## src/rtl/bls_pkg.sv

```systemverilog
package bls_pkg;

  typedef logic [63:0] wide_t;

  typedef enum logic [1:0] {
    KIND_FIXED = 2'b00,
    KIND_INCR  = 2'b01,
    KIND_WRAP  = 2'b10,
    KIND_RSVD  = 2'b11
  } kind_e;

  // Clear the low sh bits of an address.
  function automatic wide_t align_down(wide_t a, int unsigned sh);
    return (a >> sh) << sh;
  endfunction

  // Wrap bursts are legal with 2, 4, 8 or 16 beats only.
  function automatic logic wrap_len_ok(logic [7:0] len);
    return (len == 8'd1) || (len == 8'd3) || (len == 8'd7) || (len == 8'd15);
  endfunction

  // log2 of the wrap window in bytes: size code plus log2 of the beat count.
  function automatic int unsigned wrap_shift(logic [2:0] size, logic [7:0] len);
    int unsigned s;
    s = int'(size);
    case (len)
      8'd1:    return s + 1;
      8'd3:    return s + 2;
      8'd7:    return s + 3;
      8'd15:   return s + 4;
      default: return s;
    endcase
  endfunction

  function automatic wide_t window_base(wide_t start, logic [2:0] size, logic [7:0] len);
    return align_down(start, wrap_shift(size, len));
  endfunction

  function automatic wide_t window_span(logic [2:0] size, logic [7:0] len);
    return wide_t'(1) << wrap_shift(size, len);
  endfunction

  // Address of beat idx of a burst.
  function automatic wide_t step_address(wide_t start, logic [2:0] size, logic [7:0] len,
                                         kind_e kind, logic legal_wrap, logic [7:0] idx);
    wide_t a;
    wide_t lim;
    if (idx == 8'd0 || kind == KIND_FIXED) return start;
    a = align_down(start, int'(size)) + (wide_t'(idx) << size);
    if (kind == KIND_WRAP && legal_wrap) begin
      lim = window_base(start, size, len) + window_span(size, len);
      if (a >= lim) a = a - window_span(size, len);
    end
    return a;
  endfunction

  // Top lane of the first beat, before reduction to the lane width.
  function automatic wide_t first_top_lane(wide_t start, logic [2:0] size, int unsigned bus_sh);
    return align_down(start, int'(size)) + (wide_t'(1) << size) - wide_t'(1)
           - align_down(start, bus_sh);
  endfunction

endpackage

```

## src/rtl/bls_desc_hold.sv

```systemverilog
module bls_desc_hold
  import bls_pkg::*;
#(
  parameter int ADDR_W = 32
) (
  input  logic              clk,
  input  logic              rst_n,
  input  logic              load,
  input  logic [ADDR_W-1:0] in_addr,
  input  logic [2:0]        in_size,
  input  logic [7:0]        in_len,
  input  logic [1:0]        in_kind,
  output logic [ADDR_W-1:0] cur_start,
  output logic [2:0]        cur_size,
  output logic [7:0]        cur_len,
  output kind_e             cur_kind,
  output logic              cur_bad
);

  logic bad_in;
  assign bad_in = (kind_e'(in_kind) == KIND_WRAP) && !wrap_len_ok(in_len);

  always_ff @(posedge clk or negedge rst_n) begin
    if (!rst_n) begin
      cur_start <= '0;
      cur_size  <= '0;
      cur_len   <= '0;
      cur_kind  <= KIND_FIXED;
      cur_bad   <= 1'b0;
    end else if (load) begin
      cur_start <= in_addr;
      cur_size  <= in_size;
      cur_len   <= in_len;
      cur_kind  <= kind_e'(in_kind);
      cur_bad   <= bad_in;
    end
  end

endmodule

```

## src/rtl/bls_beat_step.sv

```systemverilog
module bls_beat_step (
  input  logic       clk,
  input  logic       rst_n,
  input  logic       load,
  input  logic       advance,
  input  logic [7:0] len,
  output logic       busy,
  output logic [7:0] idx,
  output logic       last
);

  assign last = busy && (idx == len);

  always_ff @(posedge clk or negedge rst_n) begin
    if (!rst_n) begin
      busy <= 1'b0;
      idx  <= '0;
    end else if (load) begin
      busy <= 1'b1;
      idx  <= '0;
    end else if (advance) begin
      if (last) busy <= 1'b0;
      else      idx  <= idx + 8'd1;
    end
  end

endmodule

```

## src/rtl/bls_lane_map.sv

```systemverilog
module bls_lane_map
  import bls_pkg::*;
#(
  parameter int ADDR_W    = 32,
  parameter int BUS_BYTES = 8,
  localparam int LANE_W   = $clog2(BUS_BYTES)
) (
  input  logic [ADDR_W-1:0] start,
  input  logic [2:0]        size,
  input  logic [7:0]        len,
  input  kind_e             kind,
  input  logic              bad,
  input  logic [7:0]        idx,
  output logic [ADDR_W-1:0] addr,
  output logic [LANE_W-1:0] lo,
  output logic [LANE_W-1:0] hi,
  output wide_t             win_base,
  output wide_t             win_span
);

  wide_t wstart;
  wide_t waddr;
  wide_t top0;
  logic  use_first;

  if (ADDR_W < 64) begin : g_ext
    assign wstart = {{(64 - ADDR_W){1'b0}}, start};
  end else begin : g_full
    assign wstart = start[63:0];
  end

  assign waddr     = step_address(wstart, size, len, kind, !bad, idx);
  assign addr      = waddr[ADDR_W-1:0];
  assign top0      = first_top_lane(wstart, size, LANE_W);
  assign use_first = (idx == 8'd0) || (kind == KIND_FIXED);
  assign win_base  = window_base(wstart, size, len);
  assign win_span  = window_span(size, len);

  always_comb begin
    if (use_first) begin
      lo = wstart[LANE_W-1:0];
      hi = top0[LANE_W-1:0];
    end else begin
      lo = waddr[LANE_W-1:0];
      hi = lo + LANE_W'((64'd1 << size) - 64'd1);
    end
  end

endmodule

```

## src/rtl/burst_lane_seq.sv

```systemverilog
module burst_lane_seq
  import bls_pkg::*;
#(
  parameter int ADDR_W    = 32,
  parameter int BUS_BYTES = 8,
  localparam int LANE_W   = $clog2(BUS_BYTES)
) (
  input  logic              clk,
  input  logic              rst_n,
  input  logic              req_valid,
  output logic              req_ready,
  input  logic [ADDR_W-1:0] req_addr,
  input  logic [2:0]        req_size,
  input  logic [7:0]        req_len,
  input  logic [1:0]        req_kind,
  output logic              beat_valid,
  input  logic              beat_ready,
  output logic [ADDR_W-1:0] beat_addr,
  output logic [LANE_W-1:0] beat_lo,
  output logic [LANE_W-1:0] beat_hi,
  output logic              beat_last,
  output logic              wrap_err
);

  logic              busy;
  logic              take_desc;
  logic              take_beat;
  logic [ADDR_W-1:0] cur_start;
  logic [2:0]        cur_size;
  logic [7:0]        cur_len;
  kind_e             cur_kind;
  logic              cur_bad;
  logic [7:0]        cur_idx;
  logic              at_last;
  wide_t             win_base;
  wide_t             win_span;

  assign req_ready  = !busy;
  assign take_desc  = req_valid && !busy;
  assign take_beat  = busy && beat_ready;
  assign beat_valid = busy;
  assign beat_last  = at_last;
  assign wrap_err   = busy && cur_bad;

  bls_desc_hold #(.ADDR_W(ADDR_W)) u_desc (
    .clk       (clk),
    .rst_n     (rst_n),
    .load      (take_desc),
    .in_addr   (req_addr),
    .in_size   (req_size),
    .in_len    (req_len),
    .in_kind   (req_kind),
    .cur_start (cur_start),
    .cur_size  (cur_size),
    .cur_len   (cur_len),
    .cur_kind  (cur_kind),
    .cur_bad   (cur_bad)
  );

  bls_beat_step u_step (
    .clk     (clk),
    .rst_n   (rst_n),
    .load    (take_desc),
    .advance (take_beat),
    .len     (cur_len),
    .busy    (busy),
    .idx     (cur_idx),
    .last    (at_last)
  );

  bls_lane_map #(.ADDR_W(ADDR_W), .BUS_BYTES(BUS_BYTES)) u_map (
    .start    (cur_start),
    .size     (cur_size),
    .len      (cur_len),
    .kind     (cur_kind),
    .bad      (cur_bad),
    .idx      (cur_idx),
    .addr     (beat_addr),
    .lo       (beat_lo),
    .hi       (beat_hi),
    .win_base (win_base),
    .win_span (win_span)
  );

endmodule

```

## config.mk

```make
export PLATFORM = sky130hd
export DESIGN_NAME = burst_lane_seq
export DESIGN_NICKNAME = d
export VERILOG_FILES = /design/src/rtl/bls_pkg.sv /design/src/rtl/bls_desc_hold.sv /design/src/rtl/bls_beat_step.sv /design/src/rtl/bls_lane_map.sv /design/src/rtl/burst_lane_seq.sv
export SDC_FILE = /design/constraint.sdc
export NUM_CORES = 1
export LEC_CHECK = 0
export ABC_CLOCK_PERIOD_IN_PS = 9100
export BUFFER_PORTS_ARGS = -buffer_cell sky130_fd_sc_hd__buf_2
export CELL_PAD_IN_SITES_DETAIL_PLACEMENT = 1
export CELL_PAD_IN_SITES_GLOBAL_PLACEMENT = 2
export CORE_ASPECT_RATIO = 0.8
export CORE_UTILIZATION = 34
export DETAILED_ROUTE_END_ITERATION = 10
export PLACE_DENSITY_LB_ADDON = 0.1
export SYNTH_ARGS = -nofsm -noshare
export SYNTH_HDL_FRONTEND = slang
export SYNTH_HIERARCHICAL = 1
export SYNTH_SLANG_ARGS = --single-unit
```

## constraint.sdc

```tcl
create_clock -name clk -period 9.1 [get_ports clk]
set_input_delay 0.455 -clock clk [delete_from_list [all_inputs] [get_ports clk]]
set_output_delay 0.455 -clock clk [all_outputs]
set_load 0.02 [all_outputs]
```

==> results of run 1 <==
==> metal layers <==
layer  vias up  part of all wire (%)
li1       5076                     -
met1      5263                    52
met2       180                    44
met3        25                   2.5
met4         0                  0.94
met5         -                     0
==> sequential cells by signal, indices dropped and copies added, names as in the netlist <==
signal	cells
u_desc/cur_kind	2
u_desc/cur_bad	1
u_step/busy	1
u_desc/cur_start	32
u_step/idx	8
u_desc/cur_len	8
u_desc/cur_size	3
==> cell usage in the layout (no fill, tap or decap), drive strengths merged, types with 7 or more instances in the layout <==
cell type,instances
a21o,28
and2,7
and3,10
inv,55
buf,272
a31oi,7
nor3,28
nor4,21
a21oi,66
o21a,16
xnor2,72
conb,14
nor2b,14
nor2,92
ha,96
mux2i,97
xor2,32
o21ai,78
nand2,154
a211oi,12
o22ai,8
nand4,13
dfrtp,55
o21bai,11
or3,11
nand3,28
mux2,64
o211ai,15
a22oi,8
clkbuf,8
nand2b,10
a2111oi,11
==> area by class of cell <==
cell class / count / area [um2] / share of cell area (%)
Tap cell: 377 / 471.7 / 3.574
Multi-Input combinational cell: 1102 / 8877 / 67.27
Sequential cell: 55 / 1376 / 10.43
Clock inverter: 2 / 35.03 / 0.2655
Clock buffer: 6 / 138.9 / 1.052
Timing Repair Buffer: 274 / 2091 / 15.84
Inverter: 55 / 206.4 / 1.564
==> stage by stage <==
step	TNS, ns	hold slack, ns	utilization, %
floorplan	0	0.1594	-
global placement	-0.2526	0.4933	40.71
detailed placement	-0.6853	0.4979	40.71
CTS	-2.076	0.3121	42.67
global route	-14.94	0.3641	44.95
finish	-1.122	0.2903	44.95
==> final timing paths <==
check | endpoint | cells after the start | from | slack [ns]
worst max-delay path | beat_hi[2] | 43 | u_desc/cur_len[6] | -0.39
worst min-delay path | u_step/idx[5] | 2 | rst_n | 0.29
worst max register to register | u_step/idx[6] | 7 | u_desc/cur_len[5] | 7.13
worst min register to register | u_desc/cur_start[15] | 1 | u_desc/cur_start[15] | 0.51
max in group asynchronous | u_desc/cur_kind[1] | 2 | rst_n | 8.35
min in group clk | u_desc/cur_start[8] | 2 | req_addr[8] | 0.38
==> timing repair <==
action	in CTS	in global routing
pin swaps	49	71
endpoints found under the hold margin	0	0
gates resized for setup	52	143
setup endpoints to repair	29	38
setup buffers	21	20
gates cloned	1	1
==> impl_metrics.toml, run 1 <==
[cts]
cts-buffers-inserted = 5
clock-sinks = 55
hold_buffers = 0
clock_latency_ns = 0.30
clk_pin_slew_ns = 0.07
clk_path_buf_depth = 2
cts_max_level = 2
cts_tree = "done"
cts_root_buffer = "clkbuf_16"

[setup_path]
crit_fanout = 5
slowest_delay_ns = 0.56
arrival_ns = 9.04
start_kind = "register"
endpoint_kind = "output port"
crit_family = "compound AO/OA/AOI/OAI gates"
required_ns = 8.65
cp_num_buf_inv = 7
path_class = "reg -> out"
cp_slowest_cell = "or4_4"

[floorplanning]
start_util_pct = 34.60
num_rows = 56
io_pins = 91
die_area_um2 = 30570
core_um2 = 29360
die_h_um = 156.6
chipWidth_um = 195.2

[placement]
placed_cells_incl_taps = 1822
dp_hpwl_mm = 31.82
port_buffers = 90
finalWeightedCongestion = 0.9160
place_area_um2 = 11950
place_ws_ns = -0.4223

[finish]
stdcell_count = 1871
area_growth_pct = 29.92
num-nets-final = 1642
design_area_um2 = 13200
drive_gt1_share_pct = 31.66
n_fill_cell = 3514
antennaDiodeCount = 0

[grt]
grtUsageTotal_pct = 26.41
groute.layer.met3.usage_pct = 1.681
grt_overflow = 0
antenna_found_initial = 1
grt_max_degree = 61
grt_pass1_wl_mm = 63.16
grt-busiest-layer = "met2"
use_met1_pct = 39.10
globalRouteMet2Util_pct = 42.31
grt_pass1_vias = 10900

[timing]
min_period_over_period_pct = 104.3
relSlewSlack_pct = 17.72
period_needed_ns = 9.492
max_freq_mhz = 105.4
finalHoldViolations = 0
rsz0062_at_grt = "yes"
setup_viol = 15
finClkSkew_ns = 0.004470
worstMarginPinSlew_ns = 1.223
setup_ws_ns = -0.3919
maxSlewViolCount = 0

[status]
violations = "negative setup slack"
status = "complete, but fails checks"

[flow_run]
drv_cap = 0

[route]
drtPass1Iterations = 5
drcViolationCount = 0
vias = 10540
drt-wirelength-per-cell_um = 21.59
drtAntennaViolNets = 0
drt_iter0_markers = 505
via_per_inst = 5.635
routed_wl_mm = 40.39

[min_path]
hp-class = "in -> async"

[yosys]
postSynthCellCount = 1275
synth_area_per_cell_um2 = 7.966
yosysWarnings = 6
synth_area_um2 = 10160
Power of run 1 is left out: the tool's default activity adds up to more than one toggle a clock period on the data nets, which glitch-free logic cannot reach.
==> run 2, diff against run 1 <==
PLACE_DENSITY = 0.88   (was unset)
PLACE_DENSITY_LB_ADDON = unset   (was 0.1)
==> impl_metrics.toml, run 2 (synthesis gave the netlist of run 1 again) <==
[grt]
antenna_found_initial = 0
grt_pass1_wl_mm = 61.93
grt_max_degree = 56
grt_pass1_vias = 10920
grt_overflow = 0
grtUsageTotal_pct = 25.64

[timing]
relSlewSlack_pct = 24.26
tns_ns = -0.4156
setup_ws_ns = -0.3405
maxSlewViolCount = 0
period_needed_ns = 9.441
max_freq_mhz = 105.9
finClkSkew_ns = 0.004509
rsz0062_at_grt = "yes"
setup_viol = 3
min_period_over_period_pct = 103.7
holdWs_ns = 0.2903
finalHoldViolations = 0
worstMarginPinSlew_ns = 1.126

[setup_path]
start_kind = "register"
cp_slowest_cell = "or4_4"
path_class = "reg -> out"
crit_family = "compound AO/OA/AOI/OAI gates"
required_ns = 8.65
cp_num_buf_inv = 6
arrival_ns = 8.99
endpoint_kind = "output port"
crit_fanout = 8
r2r-start = "u_step/busy"
slowest_delay_ns = 0.56
startpoint = "u_desc/cur_len[5]"

[route]
vias = 10670
via_per_inst = 5.841
drt_iter0_markers = 737
drcViolationCount = 0
drtAntennaViolNets = 0
routed_wl_mm = 40.13
drtPass1Iterations = 5
drt-wirelength-per-cell_um = 21.96

[flow_run]
drv_cap = 0

[finish]
stdcell_count = 1827
largestRegisters = "u_desc/cur_start x32, u_desc/cur_len x8, u_step/idx x8"
regMostFlops = "u_desc/cur_start"
num-nets-final = 1598
final_common_cell = "nand2_1"
n_fill_cell = 3547
final_cell_mix = "149 x nand2_1, 141 x buf_4, 90 x ha_1, 88 x mux2i_1, 86 x nor2_1"
drive_gt1_share_pct = 28.76
area_growth_pct = 24.62
antennaDiodeCount = 0
largest_register_ff_count = 32

[placement]
port_buffers = 90
dp_hpwl_mm = 30.79
finalWeightedCongestion = 0.9440
placed_cells_incl_taps = 1789

[cts]
cts_max_level = 2
cts_root_buffer = "clkbuf_16"
clk_pin_slew_ns = 0.07
clk_path_buf_depth = 2
cts_tree = "done"
clock_latency_ns = 0.30
cts-buffers-inserted = 5
clock-sinks = 55

[floorplanning]
core_um2 = 29360
num_rows = 56
die_area_um2 = 30570
start_util_pct = 34.60
io_pins = 91
chipWidth_um = 195.2
die_h_um = 156.6

[status]
status = "complete, but fails checks"
violations = "negative setup slack"

[min_path]
hp-class = "in -> async"
-- run 2: final cells by class --
type / instances / area, um2 / share of cell area [%]
clock buffers: 5 / 125.1 / 0.9884
clock inverters: 3 / 18.77 / 0.1483
inverters: 55 / 206.4 / 1.631
multi-input cells: 1101 / 8826 / 69.72
flip-flops and latches: 55 / 1376 / 10.87
well taps: 377 / 471.7 / 3.726
repair buffers: 231 / 1634 / 12.91
-- run 2: through the flow --
step,worst slack (ns),utilization [%],area [um2]
floorplan,0.007906,-,10310
global placement,-0.04665,39.82,11690
detailed placement,-0.2863,39.82,11690
CTS,-0.3534,41.38,12150
global route,-0.7622,43.12,12660
finish,-0.3405,43.12,12660
-- run 2: timing repair --
item                                    CTS  global route
gates cloned                              1             0
buffers inserted                         19            13
gates resized for setup                  33            88
hold buffers                              0             0
endpoints found under the setup margin   15            36
pin swaps                                35            34
-- run 2: path summary, 6_finish.rpt --
kind / slack (ns) / cells past startpoint / to
worst max-delay path: -0.34 / 44 / beat_hi[2]
worst min-delay path: 0.29 / 2 / u_desc/cur_size[1]
worst max register to register: 6.80 / 3 / u_desc/cur_start[16]
worst min register to register: 0.65 / 1 / u_desc/cur_kind[1]
max in group asynchronous: 8.34 / 2 / u_desc/cur_start[15]
min in group clk: 0.37 / 2 / u_desc/cur_bad
-- run 2: per-layer routing --
metal	GRT usage [%]	share of wire [%]	vias up	wire length (um)
li1	-	-	4978	-
met3	2.284	5.4	39	2162
met5	0	0	-	0
met4	6.899	1.6	0	624
met1	36.23	47	5332	18880
met2	41.65	46	323	18460
Power of run 2 is left out for the same reason.
